<file path="config.mk">
export PLATFORM = sky130hd
export DESIGN_NAME = flash_erase_seq
export DESIGN_NICKNAME = d
export VERILOG_FILES = /design/src/rtl/fes_pkg.sv /design/src/rtl/fes_regs.sv /design/src/rtl/fes_seq.sv /design/src/rtl/fes_core.sv /design/src/rtl/flash_erase_seq.sv
export SDC_FILE = /design/constraint.sdc
export NUM_CORES = 1
export LEC_CHECK = 0
export ABC_CLOCK_PERIOD_IN_PS = 2250
export BUFFER_PORTS_ARGS = -buffer_cell sky130_fd_sc_hd__buf_4
export CORE_ASPECT_RATIO = 0.9
export CORE_MARGIN = 2
export CORE_UTILIZATION = 55
export DETAILED_ROUTE_END_ITERATION = 8
export PLACE_DENSITY = 0.71
export SLEW_MARGIN = 10
export SYNTH_ARGS = -nofsm -noshare
export SYNTH_HDL_FRONTEND = slang
export SYNTH_SLANG_ARGS = --single-unit
</file>
<file path="constraint.sdc">
create_clock -name clk -period 2.25 [get_ports clk]
set_clock_uncertainty 0.05 [all_clocks]
set_input_delay 0.225 -clock clk [delete_from_list [all_inputs] [get_ports clk]]
set_output_delay 0.225 -clock clk [all_outputs]
set_load 0.01 [all_outputs]
</file>
<file path="src/rtl/fes_pkg.sv">
package fes_pkg;

   typedef enum logic [1:0] {
      ST_IDLE  = 2'd0,
      ST_ERASE = 2'd1,
      ST_PROG  = 2'd2
   } fes_state_e;

   typedef enum logic [1:0] {
      OP_NONE = 2'd0,
      OP_MASS = 2'd1,
      OP_SECT = 2'd2,
      OP_PROG = 2'd3
   } fes_op_e;

   localparam logic [1:0] SEL_CTRL  = 2'd0;
   localparam logic [1:0] SEL_PADDR = 2'd1;
   localparam logic [1:0] SEL_PDATA = 2'd2;

   localparam int CB_WHOLE = 0;
   localparam int CB_SECT  = 1;
   localparam int CB_PGM   = 2;
   localparam int CB_START = 3;
   localparam int CB_SNUM  = 8;

endpackage

</file>
<file path="src/rtl/fes_regs.sv">
module fes_regs
   import fes_pkg::*;
#(
   parameter int DW = 8,
   parameter int AW = 4,
   parameter int SW = 2
) (
   input  logic          clk,
   input  logic          rst_n,
   input  logic          wr_en,
   input  logic [1:0]    wr_sel,
   input  logic [31:0]   wr_data,
   output logic          whole_sel,
   output logic          sect_sel,
   output logic          pgm_en,
   output logic [SW-1:0] snum,
   output logic [AW-1:0] paddr,
   output logic [DW-1:0] pdata,
   output logic          start_p
);

   logic ctrl_wr;
   logic unused_wr;

   assign ctrl_wr   = wr_en && (wr_sel == SEL_CTRL);
   assign unused_wr = ^wr_data;

   always_ff @(posedge clk or negedge rst_n) begin
      if (!rst_n) begin
         whole_sel <= 1'b0;
         sect_sel  <= 1'b0;
         pgm_en    <= 1'b0;
         snum      <= '0;
         paddr     <= '0;
         pdata     <= '0;
         start_p   <= 1'b0;
      end else begin
         start_p <= ctrl_wr && wr_data[CB_START];
         if (ctrl_wr) begin
            whole_sel <= wr_data[CB_WHOLE];
            sect_sel  <= wr_data[CB_SECT];
            pgm_en    <= wr_data[CB_PGM];
            snum      <= wr_data[CB_SNUM +: SW];
         end
         if (wr_en && (wr_sel == SEL_PADDR)) paddr <= wr_data[AW-1:0];
         if (wr_en && (wr_sel == SEL_PDATA)) pdata <= wr_data[DW-1:0];
      end
   end

endmodule

</file>
<file path="src/rtl/fes_seq.sv">
module fes_seq
   import fes_pkg::*;
#(
   parameter int DW = 8,
   parameter int AW = 4,
   parameter int SW = 2
) (
   input  logic          clk,
   input  logic          rst_n,
   input  logic          start_p,
   input  logic          whole_sel,
   input  logic          sect_sel,
   input  logic          pgm_en,
   input  logic [SW-1:0] snum,
   input  logic [AW-1:0] paddr,
   input  logic [DW-1:0] pdata,
   input  logic          core_done,
   output logic          busy,
   output logic          seq_err,
   output logic          core_req,
   output fes_op_e       core_op,
   output logic [SW-1:0] op_sector,
   output logic [AW-1:0] op_addr,
   output logic [DW-1:0] op_data
);

   fes_state_e state;
   logic       prog_pend;
   logic       erase_ok;

   assign erase_ok = whole_sel ^ sect_sel;
   assign busy     = (state != ST_IDLE);

   always_ff @(posedge clk or negedge rst_n) begin
      if (!rst_n) begin
         state     <= ST_IDLE;
         prog_pend <= 1'b0;
         seq_err   <= 1'b0;
         core_req  <= 1'b0;
         core_op   <= OP_NONE;
         op_sector <= '0;
         op_addr   <= '0;
         op_data   <= '0;
      end else begin
         core_req <= 1'b0;
         unique case (state)
            ST_IDLE: begin
               if (start_p) begin
                  op_addr <= paddr;
                  op_data <= pdata;
                  if (erase_ok) begin
                     core_op   <= whole_sel ? OP_MASS : OP_SECT;
                     op_sector <= snum;
                     prog_pend <= pgm_en;
                     core_req  <= 1'b1;
                     state     <= ST_ERASE;
                  end else if (pgm_en) begin
                     core_op  <= OP_PROG;
                     core_req <= 1'b1;
                     state    <= ST_PROG;
                  end
               end
            end
            ST_ERASE: begin
               if (start_p) seq_err <= 1'b1;
               if (core_done) begin
                  if (prog_pend) begin
                     prog_pend <= 1'b0;
                     core_op   <= OP_PROG;
                     core_req  <= 1'b1;
                     state     <= ST_PROG;
                  end else begin
                     state <= ST_IDLE;
                  end
               end
            end
            ST_PROG: begin
               if (start_p) seq_err <= 1'b1;
               if (core_done) state <= ST_IDLE;
            end
            default: state <= ST_IDLE;
         endcase
      end
   end

endmodule

</file>
<file path="src/rtl/fes_core.sv">
module fes_core
   import fes_pkg::*;
#(
   parameter int DW        = 8,
   parameter int NSECT     = 4,
   parameter int WPS       = 4,
   parameter int ERASE_CYC = 6,
   parameter int PROG_CYC  = 3,
   localparam int NWORDS   = NSECT * WPS,
   localparam int AW       = $clog2(NWORDS),
   localparam int SW       = $clog2(NSECT)
) (
   input  logic          clk,
   input  logic          rst_n,
   input  logic          req,
   input  fes_op_e       op,
   input  logic [SW-1:0] sector,
   input  logic [AW-1:0] addr,
   input  logic [DW-1:0] data,
   input  logic [AW-1:0] rd_addr,
   output logic [DW-1:0] rd_data,
   output logic          active,
   output logic          done
);

   localparam int MAXC = (ERASE_CYC > PROG_CYC) ? ERASE_CYC : PROG_CYC;
   localparam int CW   = $clog2(MAXC + 1);

   logic [CW-1:0]          cnt;
   fes_op_e                op_q;
   logic [SW-1:0]          sect_q;
   logic [AW-1:0]          addr_q;
   logic [DW-1:0]          data_q;
   logic                   apply;
   logic [NWORDS-1:0][DW-1:0] words;

   assign apply   = active && (cnt == '0);
   assign rd_data = words[rd_addr];

   always_ff @(posedge clk or negedge rst_n) begin
      if (!rst_n) begin
         active <= 1'b0;
         done   <= 1'b0;
         cnt    <= '0;
         op_q   <= OP_NONE;
         sect_q <= '0;
         addr_q <= '0;
         data_q <= '0;
      end else begin
         done <= 1'b0;
         if (req && !active) begin
            active <= 1'b1;
            op_q   <= op;
            sect_q <= sector;
            addr_q <= addr;
            data_q <= data;
            cnt    <= (op == OP_PROG) ? CW'(PROG_CYC - 1) : CW'(ERASE_CYC - 1);
         end else if (active) begin
            if (cnt == '0) begin
               active <= 1'b0;
               done   <= 1'b1;
            end else begin
               cnt <= cnt - 1'b1;
            end
         end
      end
   end

   for (genvar gi = 0; gi < NWORDS; gi++) begin : g_word
      localparam int SEC = gi / WPS;
      logic [DW-1:0] word_q;
      logic          hit_erase;
      logic          hit_prog;

      assign hit_erase = apply && ((op_q == OP_MASS) ||
                         ((op_q == OP_SECT) && (sect_q == SW'(SEC))));
      assign hit_prog  = apply && (op_q == OP_PROG) && (addr_q == AW'(gi));

      always_ff @(posedge clk or negedge rst_n) begin
         if (!rst_n)         word_q <= '0;
         else if (hit_erase) word_q <= {DW{1'b1}};
         else if (hit_prog)  word_q <= word_q & data_q;
      end

      assign words[gi] = word_q;
   end

endmodule

</file>
<file path="src/rtl/flash_erase_seq.sv">
module flash_erase_seq
   import fes_pkg::*;
#(
   parameter int DW        = 8,
   parameter int NSECT     = 4,
   parameter int WPS       = 4,
   parameter int ERASE_CYC = 6,
   parameter int PROG_CYC  = 3,
   localparam int NWORDS   = NSECT * WPS,
   localparam int AW       = $clog2(NWORDS),
   localparam int SW       = $clog2(NSECT)
) (
   input  logic          clk,
   input  logic          rst_n,
   input  logic          wr_en,
   input  logic [1:0]    wr_sel,
   input  logic [31:0]   wr_data,
   input  logic [AW-1:0] rd_addr,
   output logic [DW-1:0] rd_data,
   output logic          busy,
   output logic          seq_err
);

   if (NSECT < 2 || (1 << SW) != NSECT)
      $error("NSECT must be a power of two, at least 2");
   if (WPS < 1 || NWORDS != (1 << AW))
      $error("NSECT*WPS must be a power of two");
   if (SW > 8)
      $error("sector field wider than 8 bits");
   if (DW < 1 || DW > 32)
      $error("DW must lie in 1..32");
   if (ERASE_CYC < 1 || PROG_CYC < 1)
      $error("operation cycle counts must be at least 1");

   logic          whole_sel, sect_sel, pgm_en, start_p;
   logic [SW-1:0] snum, op_sector;
   logic [AW-1:0] paddr, op_addr;
   logic [DW-1:0] pdata, op_data;
   logic          core_req, core_done, core_active;
   fes_op_e       core_op;

   fes_regs #(.DW(DW), .AW(AW), .SW(SW)) u_regs (
      .clk(clk), .rst_n(rst_n), .wr_en(wr_en), .wr_sel(wr_sel),
      .wr_data(wr_data), .whole_sel(whole_sel), .sect_sel(sect_sel),
      .pgm_en(pgm_en), .snum(snum), .paddr(paddr), .pdata(pdata),
      .start_p(start_p)
   );

   fes_seq #(.DW(DW), .AW(AW), .SW(SW)) u_seq (
      .clk(clk), .rst_n(rst_n), .start_p(start_p), .whole_sel(whole_sel),
      .sect_sel(sect_sel), .pgm_en(pgm_en), .snum(snum), .paddr(paddr),
      .pdata(pdata), .core_done(core_done), .busy(busy), .seq_err(seq_err),
      .core_req(core_req), .core_op(core_op), .op_sector(op_sector),
      .op_addr(op_addr), .op_data(op_data)
   );

   fes_core #(.DW(DW), .NSECT(NSECT), .WPS(WPS), .ERASE_CYC(ERASE_CYC),
              .PROG_CYC(PROG_CYC)) u_core (
      .clk(clk), .rst_n(rst_n), .req(core_req), .op(core_op),
      .sector(op_sector), .addr(op_addr), .data(op_data),
      .rd_addr(rd_addr), .rd_data(rd_data), .active(core_active),
      .done(core_done)
   );

endmodule

</file>
==> reports/metrics.csv <==
stage,metric,value,unit
cts,clk_latency,0.43,ns
logic_synthesis,syn-cell-area,8342,um^2
pwr,internal_power,0.008412,W
timing,drv_slew,0,
global_routing,first_global_vias,5787,
die,die_area,16170,um^2
final_layout,final_util,64.33,%
place,place_hpwl,11350,um
cts,h-tree-depth,4,
logic_synthesis,synth_async_sr_flop_share,100.0,%
pwr,leakagePower,4.599,nW
global_routing,grt_max_degree,66,
logic_synthesis,yosysSeqAreaShare,56.40,%
pwr,ir_drop,0.0006960,V
setup_path,crit_path_end,rd_data[7],
place,portBuffers,28,
cts,numClockSinks,188,
setup_path,cp_max_fo,2,
die,io_pins,51,
setup_path,cp_cell_sequence,mux4_4 -> a22oi_1 -> nand2_1 -> buf_4,
setup_path,crit_path_max_incr_delay,0.60,ns
setup_path,crit_path_start,u_core.g_word[0].word_q[7]$_DFFE_PN0P_,
logic_synthesis,syn_inst,708,
timing,rsz0062_at_grt,no,
cts,cts_tree,done,
pwr,pwr-share-comb,26.9,%
final_layout,drive_gt1_share,20.77,%
global_routing,grt_first_pass_wirelength,29960,um
cts,path_clk_slew,0.06,ns
logic_synthesis,yosys_warnings,0,
global_routing,antenna_found_initial,0,
timing,final.setup.tns,0,ns
setup_path,reg2reg_setup_slack,0.18,ns
pwr,powerDensity,1291,nW/um^2
timing,slew_headroom,46.05,%
pwr,power,0.01226,W
final_layout,final_common_cell,dfrtp_1,
detailed_routing,drtIter0Drc,571,
detailed_routing,vias_per_cell,6.152,
detailed_routing,wire_per_inst,19.29,um
die,die_h,120.8,um
die,core_area,14770,um^2
logic_synthesis,synth.avg_cell_area,11.78,um^2
timing,max_slew.worst_pin.slew,0.8061,ns
die,dieWidth,133.8,um
cts,cts_made_buffers,17,
setup_path,startpoint_type,register,
hold_path,hold_class,primary input to register,
logic_synthesis,syn_nets,756,
pwr,p_sw,0.003851,W
final_layout,fin_nets,786,
final_layout,syn_to_final_growth,13.87,%
setup_path,r2r_end,u_core.g_word[5].word_q[1]$_DFFE_PN0P_,
final_layout,n_antenna_cell,0,
logic_synthesis,ys_types,44,
die,start_util,56.49,%
timing,setup_viol,0,
job,cap_violations,0,
logic_synthesis,ys.flop_type,dfrtp_1,
pwr,p_clk_share,25.8,%
logic_synthesis,synth_edf_count,0,
timing,fin_crit_sh,93.72,%
cts,cts_buffer_depth,2,
setup_path,cp.required,1.98,ns
detailed_routing,drcViolationCount,0,
cts,root_buffer,clkbuf_16,
detailed_routing,detail_route.first_pass.iterations,5,
setup_path,cpMaxStageDelayCell,mux4_4,
timing,hold_viol_final,0,
setup_path,r2r-start,u_core.cnt[0]$_DFFE_PN0P_,
run_status,status,completed,
global_routing,grt_overflow,0,
setup_path,r2r_cells,7,
die,core.rowCount,42,
setup_path,worstPathArrival,1.83,ns
setup_path,crit_path_end_kind,output port,
setup_path,crit_type,register to output port,
logic_synthesis,synth_seq_cells,188,
timing,period_needed,2.109,ns
detailed_routing,wl,18310,um
final_layout,final_cell_mix,"188 x dfrtp_1, 153 x nand2_1, 108 x o21ai_0, 47 x mux2_2, 42 x buf_4",
detailed_routing,drtAntennaViolNets,0,
pwr,seqPwrFrac,47.3,%
pwr,p_sw_share,31.40,%
detailed_routing,via_count,5838,
timing,max_freq,474.2,MHz
place,gp_congestion,0.7715,
global_routing,grt_use_total,24.16,%
[Yosys cell counts, types with 2 or more instances]
master           count  area (um^2)
a22o_1               2        17.52
a22oi_1             18        135.1
and2_1               3        18.77
and4b_1              3        30.03
buf_2               13        65.06
buf_4                4        30.03
buf_6                4        45.04
clkbuf_1            21        78.83
clkdlybuf4s25_2      3        30.03
dfrtp_1            188         4705
ha_1                 7        87.58
inv_1                8        30.03
mux2_2              47        529.3
mux4_1              16        420.4
mux4_2              15        337.8
nand2_1            153        574.3
nand2b_1             6        37.54
nand3_1              5        25.02
nand3b_1             2        15.01
nor2_1               7        26.28
nor2b_1              7        43.79
nor4bb_1             2        20.02
o21ai_0            108        540.5
o21ai_1              4        20.02
o31ai_1             29        217.7
or2_2                8        50.05
or3_1                8        50.05
[flip-flops by register name, indices dropped and copies added (netlist names), 3 cells and up]
register	cells
u_regs.pdata	8
u_regs.paddr	4
u_core.cnt	3
u_core.addr_q	4
u_seq.op_addr	4
u_seq.op_data	8
u_core.data_q	8
u_core.g_word.word_q	128
[kinds of logic after synthesis]
logic type               after synthesis  synth area share (%)
AO/OA/AOI/OAI                        169                 11.86
flip-flops                           188                 56.40
AND/OR/NAND/NOR                      210                 11.50
buffers and inverters                 55                 3.450
adder cells (fa/ha/maj)                7                 1.050
multiplexers                          79                 15.73
[layer usage]
metal	up-vias	global-route usage, %	share of wire, %
met1	2976	34.27	43
met2	254	37.66	48
met3	14	5.367	8.1
met4	0	7.646	1.0
li1	2594	-	-
met5	-	0	0
[power groups by stage]
stage               Sequential, W  Clock, W  Combinational (W)
floorplan                 0.00538         0            0.00258
global placement          0.00569         0            0.00308
detailed placement        0.00581         0            0.00325
CTS                       0.00577   0.00321            0.00331
global route              0.00597   0.00336            0.00370
finish                    0.00580   0.00317            0.00330
[timing repair]
item / CTS / global route
endpoints found under the hold margin: 76 / 0
setup endpoints to repair: 0 / 31
resized for setup: 0 / 1
buffers inserted: 0 / 0
hold buffers: 11 / 0
[metrics by stage]
step,hold slack [ns],instance area (um^2),instances,setup slack [ns]
2_1_floorplan,-0.1206,8342,708,0.5562
4_1_cts,0.09310,9490,949,0.02117
3_5_place_dp,0.2179,8753,906,0.05970
6_report,0.09726,9499,949,0.1414
3_3_place_gp,0.2054,8753,906,0.1784
5_1_grt,0.1042,9499,949,0.02648
[worst min-delay path by stage]
| stage | from | to | slack [ns] | depth (start not counted) |
|---|---|---|---|---|
| finish | wr_sel[1] | u_regs.sect_sel$_DFFE_PN0P_ | 0.1 | 4 |
| floorplan | rst_n | u_core.active$_DFF_PN0_ | -0.12 | 0 |
| global route | wr_sel[0] | u_regs.sect_sel$_DFFE_PN0P_ | 0.10 | 4 |
| CTS | wr_sel[1] | u_regs.sect_sel$_DFFE_PN0P_ | 0.09 | 4 |
| global placement | rst_n | u_core.g_word[13].word_q[7]$_DFFE_PN0P_ | 0.21 | 1 |
| detailed placement | rst_n | u_core.g_word[12].word_q[7]$_DFFE_PN0P_ | 0.22 | 1 |
[final cells by class]
type / instances / area (um^2)
tap: 198 / 247.7
fill: 1117 / 5268
clock inverter: 11 / 166.4
inverter: 8 / 30.03
multi-input combinational: 465 / 3373
sequential: 188 / 4705
clock buffer: 21 / 460.4
timing repair buffer: 58 / 516.7
[critical path: cells and delay by family (launching register included)]
kind | cells | cell delay (ns)
AO/OA/AOI/OAI | 1 | 0.21
AND/OR/NAND/NOR | 1 | 0.08
flip-flops | 1 | 0.38
multiplexers | 1 | 0.60
buffers and inverters | 1 | 0.14
(Power assumes the default switching activity.)
